==> src/rtl/srst_pkg.sv <==
package srst_pkg;

   // Which register a bus address selects.
   typedef enum logic [1:0] {
      SEL_NONE = 2'd0,
      SEL_SYS  = 2'd1,
      SEL_EN   = 2'd2
   } srst_sel_e;

   // Decoded write command for one cycle.
   typedef struct packed {
      logic sys_ld;   // keyed write to reset-bit register accepted
      logic en_ld;    // write to grant register
      logic key_bad;  // write to reset-bit register rejected
   } srst_wcmd_s;

endpackage

==> src/rtl/srst_wr_decode.sv <==
module srst_wr_decode
   import srst_pkg::*;
#(
   parameter int unsigned          ADDR_W     = 8,
   parameter int unsigned          KEY_W      = 8,
   parameter logic [KEY_W-1:0]     KEY_VAL    = 8'h88,
   parameter logic [ADDR_W-1:0]    SYS_OFFSET = 8'h18,
   parameter logic [ADDR_W-1:0]    EN_OFFSET  = 8'hFC,
   parameter bit                   HAS_ENABLE = 1'b1
) (
   input  logic [ADDR_W-1:0] addr_i,
   input  logic              wr_i,
   input  logic [KEY_W-1:0]  key_i,
   output srst_sel_e         sel_o,
   output srst_wcmd_s        cmd_o
);

   logic key_match;

   always_comb begin
      if (addr_i == SYS_OFFSET)
         sel_o = SEL_SYS;
      else if (HAS_ENABLE && (addr_i == EN_OFFSET))
         sel_o = SEL_EN;
      else
         sel_o = SEL_NONE;
   end

   assign key_match = (key_i == KEY_VAL);

   always_comb begin
      cmd_o         = '0;
      cmd_o.sys_ld  = wr_i && (sel_o == SEL_SYS) && key_match;
      cmd_o.key_bad = wr_i && (sel_o == SEL_SYS) && !key_match;
      cmd_o.en_ld   = wr_i && (sel_o == SEL_EN);
   end

endmodule

==> src/rtl/srst_reg_bank.sv <==
module srst_reg_bank #(
   parameter int unsigned WIDTH = 24
) (
   input  logic             clk_i,
   input  logic             rst_ni,
   input  logic             load_i,
   input  logic [WIDTH-1:0] d_i,
   output logic [WIDTH-1:0] q_o
);

   always_ff @(posedge clk_i or negedge rst_ni) begin
      if (!rst_ni)
         q_o <= '0;
      else if (load_i)
         q_o <= d_i;
   end

endmodule

==> src/rtl/srst_out_stage.sv <==
module srst_out_stage #(
   parameter int unsigned NUM_LINES = 24
) (
   input  logic                 clk_i,
   input  logic                 rst_ni,
   input  logic [NUM_LINES-1:0] sys_q_i,
   input  logic [NUM_LINES-1:0] en_q_i,
   output logic [NUM_LINES-1:0] line_o
);

   for (genvar i = 0; i < NUM_LINES; i++) begin : g_line
      always_ff @(posedge clk_i or negedge rst_ni) begin
         if (!rst_ni)
            line_o[i] <= 1'b0;
         else
            line_o[i] <= sys_q_i[i] & en_q_i[i];
      end
   end

endmodule

==> src/rtl/srst_ctrl.sv <==
module srst_ctrl
   import srst_pkg::*;
#(
   parameter int unsigned          NUM_LINES  = 24,
   parameter int unsigned          ADDR_W     = 8,
   parameter int unsigned          DATA_W     = 32,
   parameter int unsigned          KEY_W      = 8,
   parameter logic [KEY_W-1:0]     KEY_VAL    = 8'h88,
   parameter logic [ADDR_W-1:0]    SYS_OFFSET = 8'h18,
   parameter logic [ADDR_W-1:0]    EN_OFFSET  = 8'hFC,
   parameter bit                   HAS_ENABLE = 1'b1
) (
   input  logic                 clk_i,
   input  logic                 rst_ni,
   input  logic [ADDR_W-1:0]    reg_addr_i,
   input  logic                 reg_wr_i,
   input  logic [DATA_W-1:0]    reg_wdata_i,
   output logic [DATA_W-1:0]    reg_rdata_o,
   output logic [NUM_LINES-1:0] line_rst_o
);

   localparam int unsigned KEY_LSB = DATA_W - KEY_W;

   // Elaboration-time parameter checks
   if (KEY_W == 0 || KEY_W >= DATA_W) begin : g_bad_key
      $error("srst_ctrl: KEY_W must be between 1 and DATA_W-1");
   end
   if (NUM_LINES == 0 || NUM_LINES > KEY_LSB) begin : g_bad_lines
      $error("srst_ctrl: NUM_LINES must fit below the key field");
   end
   if (SYS_OFFSET == EN_OFFSET) begin : g_bad_map
      $error("srst_ctrl: register offsets must differ");
   end
   if (SYS_OFFSET[1:0] != 2'b00 || EN_OFFSET[1:0] != 2'b00) begin : g_bad_align
      $error("srst_ctrl: register offsets must be word aligned");
   end

   srst_sel_e            sel;
   srst_wcmd_s           cmd;
   logic [NUM_LINES-1:0] sys_q;
   logic [NUM_LINES-1:0] en_q;

   srst_wr_decode #(
      .ADDR_W     (ADDR_W),
      .KEY_W      (KEY_W),
      .KEY_VAL    (KEY_VAL),
      .SYS_OFFSET (SYS_OFFSET),
      .EN_OFFSET  (EN_OFFSET),
      .HAS_ENABLE (HAS_ENABLE)
   ) i_decode (
      .addr_i (reg_addr_i),
      .wr_i   (reg_wr_i),
      .key_i  (reg_wdata_i[DATA_W-1 -: KEY_W]),
      .sel_o  (sel),
      .cmd_o  (cmd)
   );

   srst_reg_bank #(.WIDTH(NUM_LINES)) i_sys_bank (
      .clk_i  (clk_i),
      .rst_ni (rst_ni),
      .load_i (cmd.sys_ld),
      .d_i    (reg_wdata_i[NUM_LINES-1:0]),
      .q_o    (sys_q)
   );

   if (HAS_ENABLE) begin : g_en
      srst_reg_bank #(.WIDTH(NUM_LINES)) i_en_bank (
         .clk_i  (clk_i),
         .rst_ni (rst_ni),
         .load_i (cmd.en_ld),
         .d_i    (reg_wdata_i[NUM_LINES-1:0]),
         .q_o    (en_q)
      );
   end else begin : g_no_en
      logic unused_en_ld;
      assign unused_en_ld = cmd.en_ld;
      assign en_q = '1;
   end

   // Data bits between the line field and the key field carry nothing.
   if (NUM_LINES < KEY_LSB) begin : g_gap
      logic unused_gap;
      assign unused_gap = ^reg_wdata_i[KEY_LSB-1:NUM_LINES];
   end

   logic unused_reject;
   assign unused_reject = cmd.key_bad;

   always_comb begin
      reg_rdata_o = '0;
      unique case (sel)
         SEL_SYS: reg_rdata_o = DATA_W'(sys_q);
         SEL_EN:  reg_rdata_o = DATA_W'(en_q);
         default: reg_rdata_o = '0;
      endcase
   end

   srst_out_stage #(.NUM_LINES(NUM_LINES)) i_out (
      .clk_i   (clk_i),
      .rst_ni  (rst_ni),
      .sys_q_i (sys_q),
      .en_q_i  (en_q),
      .line_o  (line_rst_o)
   );

endmodule

==> config.mk <==
export PLATFORM = sky130hd
export DESIGN_NAME = srst_ctrl
export DESIGN_NICKNAME = d
export VERILOG_FILES = /design/src/rtl/srst_pkg.sv /design/src/rtl/srst_wr_decode.sv /design/src/rtl/srst_reg_bank.sv /design/src/rtl/srst_out_stage.sv /design/src/rtl/srst_ctrl.sv
export SDC_FILE = /design/constraint.sdc
export NUM_CORES = 1
export LEC_CHECK = 0
export ABC_AREA = 1
export BUFFER_PORTS_ARGS = -buffer_cell sky130_fd_sc_hd__buf_2
export CORE_MARGIN = 5
export CORE_UTILIZATION = 46
export DETAILED_ROUTE_END_ITERATION = 8
export PLACE_DENSITY = 0.87
export REMOVE_ABC_BUFFERS = 1
export SLEW_MARGIN = 0
export SYNTH_ARGS = -nofsm -noshare
export SYNTH_HDL_FRONTEND = slang
export SYNTH_SLANG_ARGS = --single-unit
==> constraint.sdc <==
create_clock -name clk_i -period 1 [get_ports clk_i]
set_clock_uncertainty 0.15 [all_clocks]
set_input_delay 0.05 -clock clk_i [delete_from_list [all_inputs] [get_ports clk_i]]
set_output_delay 0.05 -clock clk_i [all_outputs]
set_load 0.02 [all_outputs]
==> summary.md, run 1 <==
| Metric | Value |
|---|---|
| Setup TNS Final | `-11.70 ns` |
| Crit Path Category | `primary input to output pin` |
| Initial Util | `0.476` |
| DRT Pass-1 Iters | `5` |
| Drt wl/cell | `roughly 16 um` |
| Synth Cell Area | `around 3300 um2` |
| Total congestion overflow | `0` |
| Antenna Nets Post-Route | `0` |
| Clock Path Buffers | `2` |
| Diodes inserted | `0` |
| Setup crit start kind | `primary input` |
| Max-Cap Viols | `0` |
| PD cells | `~1100 nW/um2` |
| Final Worst Setup Slack | `-0.329 ns` |
| Placed cells | `568` |
| Fin crit share | `1.33` |
| Initial antenna violation count | `0` |
| Failing checks | `negative setup slack` |
| Setup Viol. Count Final | `73` |
| FF+latch count, synth | `72` |
| Final Max Tran Viols | `0` |
| Row Count | `30` |
| Critical path required time | `0.80 ns` |
| Vias in the first global route | `between 3,000 and 4,000` |
| Width of the chip | `94.1 um` |
| Routed wire length | `10.5 mm` |
| Placer Congestion | `roughly 0.73` |
| Cells after synthesis | `390` |
| Unique masters post-synth | `18` |
| VDD IR max | `0.000750 V` |
| Worst reg2reg startpoint | `g_en.i_en_bank.q_o[2]` |
| Final-stage net count | `between 500 and 600` |
| Worst Hold Slack | `0.0238 ns` |
| Detail Placement HPWL | `5.51 mm` |
| Most frequent cells in the layout | `nand2_1 (114), dfrtp_1 (72), buf_6 (60)` |
| Most common cell after layout, fill and taps aside | `nand2_1` |
| Synthesis-to-finish area growth | `63.6%` |
| Peak fanout along the critical path | `7` |
| HP Start | `reg_wr_i` |
| Final hold viol count | `0` |
| Vias after detailed routing | `3,391` |
| CTS buffer count | `9` |
| First-pass GRT wire length | `13.9 mm` |
| Layout cell share with drive strength beyond 1 | `0.418` |
| Largest net degree at the start of global routing | `73` |
| DRC violations left | `0` |
| Io pins | `99` |
| Htree depth | `3` |
| Clock slew at reported path FFs | `0.08 ns` |
| Total track usage | `0.202` |
| Sequential-to-total area share from yosys stat | `0.554` |
| Worst setup EP type | `output pin` |
| Cell Count, Final, Fillers Out | `641` |
| # clock sinks | `72` |
| Die area | `8860 um2` |
| Lkg Pwr | `0.00310 uW` |
| PortBufs | `90` |
| Ys Warns | `0` |
| Critical Path Source | `reg_addr_i[7]` |
| Pre-CTS setup slack | `-0.385 ns` |
| CTS tree | `done` |
| Syn Area/Cell | `8.34 um2` |
| RSZ-0062 raised after global routing | `true` |
| F_max | `753 MHz` |
| Core area | `6830 um2` |
| DRT iter0 DRCs | `around 250` |
| Hold crit path type | `primary input to register` |
| Fin crit period | `approximately 1.3 ns` |
| Clk_lat worst skew | `0.35 ns` |
| Critical path arrival | `1.13 ns` |
| Vias per std cell | `5.29` |
| Die Ht | `94.1 um` |
| Root Driver | `clkbuf_8` |
| Run status | `finished with violations` |
==> per-stage QoR <==
stage	area [um2]	power, uW	utilization
3_3_place_gp	3860	3380	0.565
3_5_place_dp	3860	3390	0.565
2_1_floorplan	3060	3140	-
5_1_grt	5320	6280	0.779
6_report	5320	6060	0.779
4_1_cts	4570	6000	0.669
==> kinds of logic (layout without fill, tap and decap cells) <==
family | Yosys count | after routing | synth area share
simple gates | 258 | 261 | 0.348
flops | 72 | 72 | 0.554
other cells | 1 | 8 | 0.00115
buf+inv | 59 | 204 | 0.0969
==> final timing paths <==
| check | to | slack [ns] | depth (start not counted) |
|---|---|---|---|
| worst min register to register | i_out.line_o[0] | 0.34 | 2 |
| max in group asynchronous | g_en.i_en_bank.q_o[19] | 0.29 | 3 |
| worst max register to register | g_en.i_en_bank.q_o[2] | -0.02 | 4 |
| min in group asynchronous | i_out.line_o[10] | 0.08 | 3 |
| worst min-delay path | g_en.i_en_bank.q_o[20] | 0.02 | 4 |
| worst max-delay path | reg_rdata_o[17] | -0.33 | 9 |
==> critical path: stages <==
cell       delay (ns)
buf_2            0.10
nor2_1           0.10
nand3b_1         0.13
nor2_4           0.18
buf_6            0.15
clkbuf_16        0.17
nand2_4          0.06
nand2_2          0.06
buf_6            0.11
==> what timing repair did <==
item | CTS | global route
gates cloned | 0 | 6
setup endpoints to repair | 60 | 72
pin swaps | 5 | 38
hold buffers | 25 | 0
resized for setup | 74 | 129
buffers inserted | 1 | 25
hold endpoints to repair | 120 | 0
==> routing by layer <==
layer,part of all wire,wire (um),global-route usage,up-vias
met1,0.37,3910,0.246,1613
met5,0,0,0,-
li1,-,-,-,1528
met4,0.037,393,0.122,0
met3,0.079,833,0.0361,38
met2,0.51,5380,0.334,212
==> cell usage after synthesis <==
| cell type | n | area, um2 |
|---|---|---|
| and3_1 | 1 | 6.26 |
| buf_2 | 12 | 60.1 |
| buf_4 | 13 | 97.6 |
| buf_6 | 4 | 45.0 |
| clkbuf_1 | 4 | 15.0 |
| conb_1 | 1 | 3.75 |
| dfrtp_1 | 72 | 1800 |
| inv_1 | 25 | 93.8 |
| inv_2 | 1 | 3.75 |
| nand2_1 | 171 | 642 |
| nand2_4 | 1 | 11.3 |
| nand3_1 | 48 | 240 |
| nand3_2 | 2 | 20.0 |
| nand3b_1 | 2 | 15.0 |
| nand4_1 | 24 | 150 |
| nor2_1 | 5 | 18.8 |
| nor2_2 | 3 | 18.8 |
| nor2_4 | 1 | 11.3 |
==> registers in the layout, indices dropped and copies added (netlist names) <==
| register | flops |
|---|---|
| g_en.i_en_bank.q_o | 24 |
| i_out.line_o | 24 |
| i_sys_bank.q_o | 24 |
==> final cells by class <==
cell class	instances	area (um2)
clock buffer	10	138
clock inverter	6	82.6
fill	451	1510
inverter	26	97.6
multi-input combinational	269	1490
sequential	72	1800
tap	96	120
timing repair buffer	162	1590
==> power by group <==
part	leakage (uW)	switching (uW)	internal (uW)	total, uW
Clock	0.000112	1110	1460	2570
Sequential	0.00100	38.2	2960	2990
Combinational	0.00198	265	232	497
Total	0.00310	1410	4650	6060
(Power assumes the default switching activity.)
==> inputs of run 2 (changes only) <==
--- a/config.mk
+++ b/config.mk
@@ -13,6 +13,8 @@
 export PLACE_DENSITY = 0.87
 export REMOVE_ABC_BUFFERS = 1
+export SETUP_SLACK_MARGIN = 0.4
 export SLEW_MARGIN = 0
 export SYNTH_ARGS = -nofsm -noshare
 export SYNTH_HDL_FRONTEND = slang
 export SYNTH_SLANG_ARGS = --single-unit
+export TNS_END_PERCENT = 10
==> constraint.sdc (replaced) <==
create_clock -name clk_i -period 1 [get_ports clk_i]
set_clock_uncertainty 0.15 [all_clocks]
set_input_delay 0.1 -clock clk_i [delete_from_list [all_inputs] [get_ports clk_i]]
set_output_delay 0.1 -clock clk_i [all_outputs]
set_load 0.02 [all_outputs]
==> run 2 against run 1 <==
  * The flow finishes with violations (negative hold slack, negative setup slack)
  * Worst setup slack lost 0.055 ns
  * Sequential power is essentially flat
  * Combinational power shrank 26%
  * Critical path type unchanged
  * Largest power group unchanged
==> summary.md, run 2 (synthesized netlist as in run 1, its figures left out) <==
| Metric | Value |
|---|---|
| Vias per std cell | `5.18` |
| Final Core Density | `0.661` |
| Root Driver | `clkbuf_8` |
| Vias in the first global route | `3,072` |
| Initial antenna violation count | `0` |
| Critical path required time | `0.75 ns` |
| Worst setup EP type | `output pin` |
| Clk_lat worst skew | `0.34 ns` |
| Max-Cap Viols | `0` |
| Width of the chip | `around 94 um` |
| Layout cell share with drive strength beyond 1 | `0.353` |
| Core area | `slightly below 7000 um2` |
| Design area | `approximately 4500 um2` |
| Clock Path Buffers | `2` |
| Die area | `8860 um2` |
| DRT iter0 DRCs | `slightly below 200` |
| Row Count | `30` |
| Synthesis-to-finish area growth | `38.7%` |
| Antenna Nets Post-Route | `0` |
| Drt wl/cell | `15.1 um` |
| Final Max Tran Viols | `0` |
| Final-stage net count | `534` |
| Biggest regs | `g_en.i_en_bank.q_o x24, i_out.line_o x24, i_sys_bank.q_o x24` |
| CTS buffer count | `9` |
| Peak fanout along the critical path | `7` |
| DRC violations left | `0` |
| Met1 usage in global routing | `0.243` |
| Hold crit path type | `primary input to async pin` |
| Total congestion overflow | `0` |
| PD cells | `1300 nW/um2` |
| M2 GR Usage | `0.342` |
| Diodes inserted | `0` |
| Routed wire length | `8.92 mm` |
| # clock sinks | `72` |
| Setup crit start kind | `primary input` |
| Fin crit period | `between 1 and 1.5 ns` |
| Global-route met3 utilization | `0.0561` |
| Setup Viol. Count Final | `58` |
| Io pins | `99` |
| Die Ht | `94.1 um` |
| CTS tree | `done` |
| RSZ-0062 raised after global routing | `true` |
| GRT busiest layer | `met2` |
| Placer Congestion | `0.722` |
| Most frequent cells in the layout | `nand2_1 (138), dfrtp_1 (72), buf_2 (61)` |
| F_max | `slightly above 700 MHz` |
| Largest net degree at the start of global routing | `73` |
| Fin crit share | `1.38` |
| Vias after detailed routing | `a little over 3,000` |
| Initial Util | `0.476` |
| VDD IR max | `about 0.00087 V` |
| Run status | `finished with violations` |
| Clock slew at reported path FFs | `0.08 ns` |
| Critical path arrival | `1.13 ns` |
| DRT Pass-1 Iters | `5` |
| Crit Path Category | `primary input to output pin` |
| Worst Hold Slack | `-0.388 ns` |
| Final hold viol count | `120` |
| Lkg Pwr | `0.00267 uW` |
| Detail Placement HPWL | `5.61 mm` |
| Htree depth | `3` |
| PortBufs | `90` |
| Failing checks | `negative hold slack, negative setup slack` |
| First-pass GRT wire length | `14.0 mm` |
| Total track usage | `0.202` |
| Final Worst Setup Slack | `-0.383 ns` |
| Dpl cell area | `3890 um2` |
| Most common cell after layout, fill and taps aside | `nand2_1` |
run 2: cell types whose count changed in the layout (fill, tap and decap cells not counted), sizes merged:
| cell | previous run | this run |
|---|---|---|
| buf | 134 | 115 |
| clkbuf | 13 | 14 |
| clkinv | 3 | 1 |
| clkinvlp | 1 | 0 |
| dlygate4sd3 | 25 | 0 |
| nand2 | 175 | 172 |
run 2: power breakdown:
group / internal (uW) / switching (uW) / total [uW] / leakage, uW
Sequential: 2960 / 35.9 / 2990 / 0.00100
Combinational: 139 / 228 / 367 / 0.00156
Clock: 1470 / 1030 / 2500 / 0.000108
Total: 4570 / 1290 / 5860 / 0.00267
run 2: metrics by stage:
step / power, uW / setup TNS, ns / worst slack [ns] / cells
finish: 5860 / -11.05 / -0.383 / 592
global route: 6090 / -14.35 / -0.449 / 592
CTS: 5880 / -11.89 / -0.374 / 591
detailed placement: 3400 / -24.53 / -0.421 / 569
global placement: 3390 / -21.99 / -0.354 / 569
floorplan: 3140 / -70.94 / -1.12 / 364
run 2: area by class of cell:
class,instances,area [um2]
clock inverter,3,65.1
fill,570,2320
sequential,72,1800
timing repair buffer,116,987
tap,96,120
clock buffer,13,149
multi-input combinational,266,1290
inverter,26,97.6
run 2: path summary, 6_finish.rpt:
path,from,to,slack [ns],cells past startpoint
max,reg_addr_i[6],reg_rdata_o[3],-0.38,9
min,rst_ni,i_out.line_o[10],-0.39,2
max reg2reg,g_en.i_en_bank.q_o[5],g_en.i_en_bank.q_o[5],0.11,3
min reg2reg,g_en.i_en_bank.q_o[17],i_out.line_o[17],0.34,2
max in group asynchronous,rst_ni,i_out.line_o[21],0.79,2
min in group clk_i,reg_wdata_i[6],i_sys_bank.q_o[6],-0.15,3
run 2: metal layers:
layer	part of all wire	routed length, um	vias up
met5	0	0	-
met4	0.025	223	0
met3	0.096	857	21
met2	0.51	4510	172
met1	0.37	3320	1450
li1	-	-	1426
run 2: worst max-delay path: stages:
cell,delay [ns]
buf_6,0.09
nor2_1,0.09
nand3b_1,0.13
nor2_4,0.19
buf_6,0.14
buf_12,0.13
nand2_2,0.06
nand2_2,0.08
buf_6,0.12
run 2: timing repair:
action | in CTS | in global routing
gates resized for setup | 49 | 53
buffers inserted | 5 | 0
endpoints found under the setup margin | 120 | 120
hold endpoints to repair | 120 | 120
pin swaps | 20 | 38
gates cloned | 1 | 1
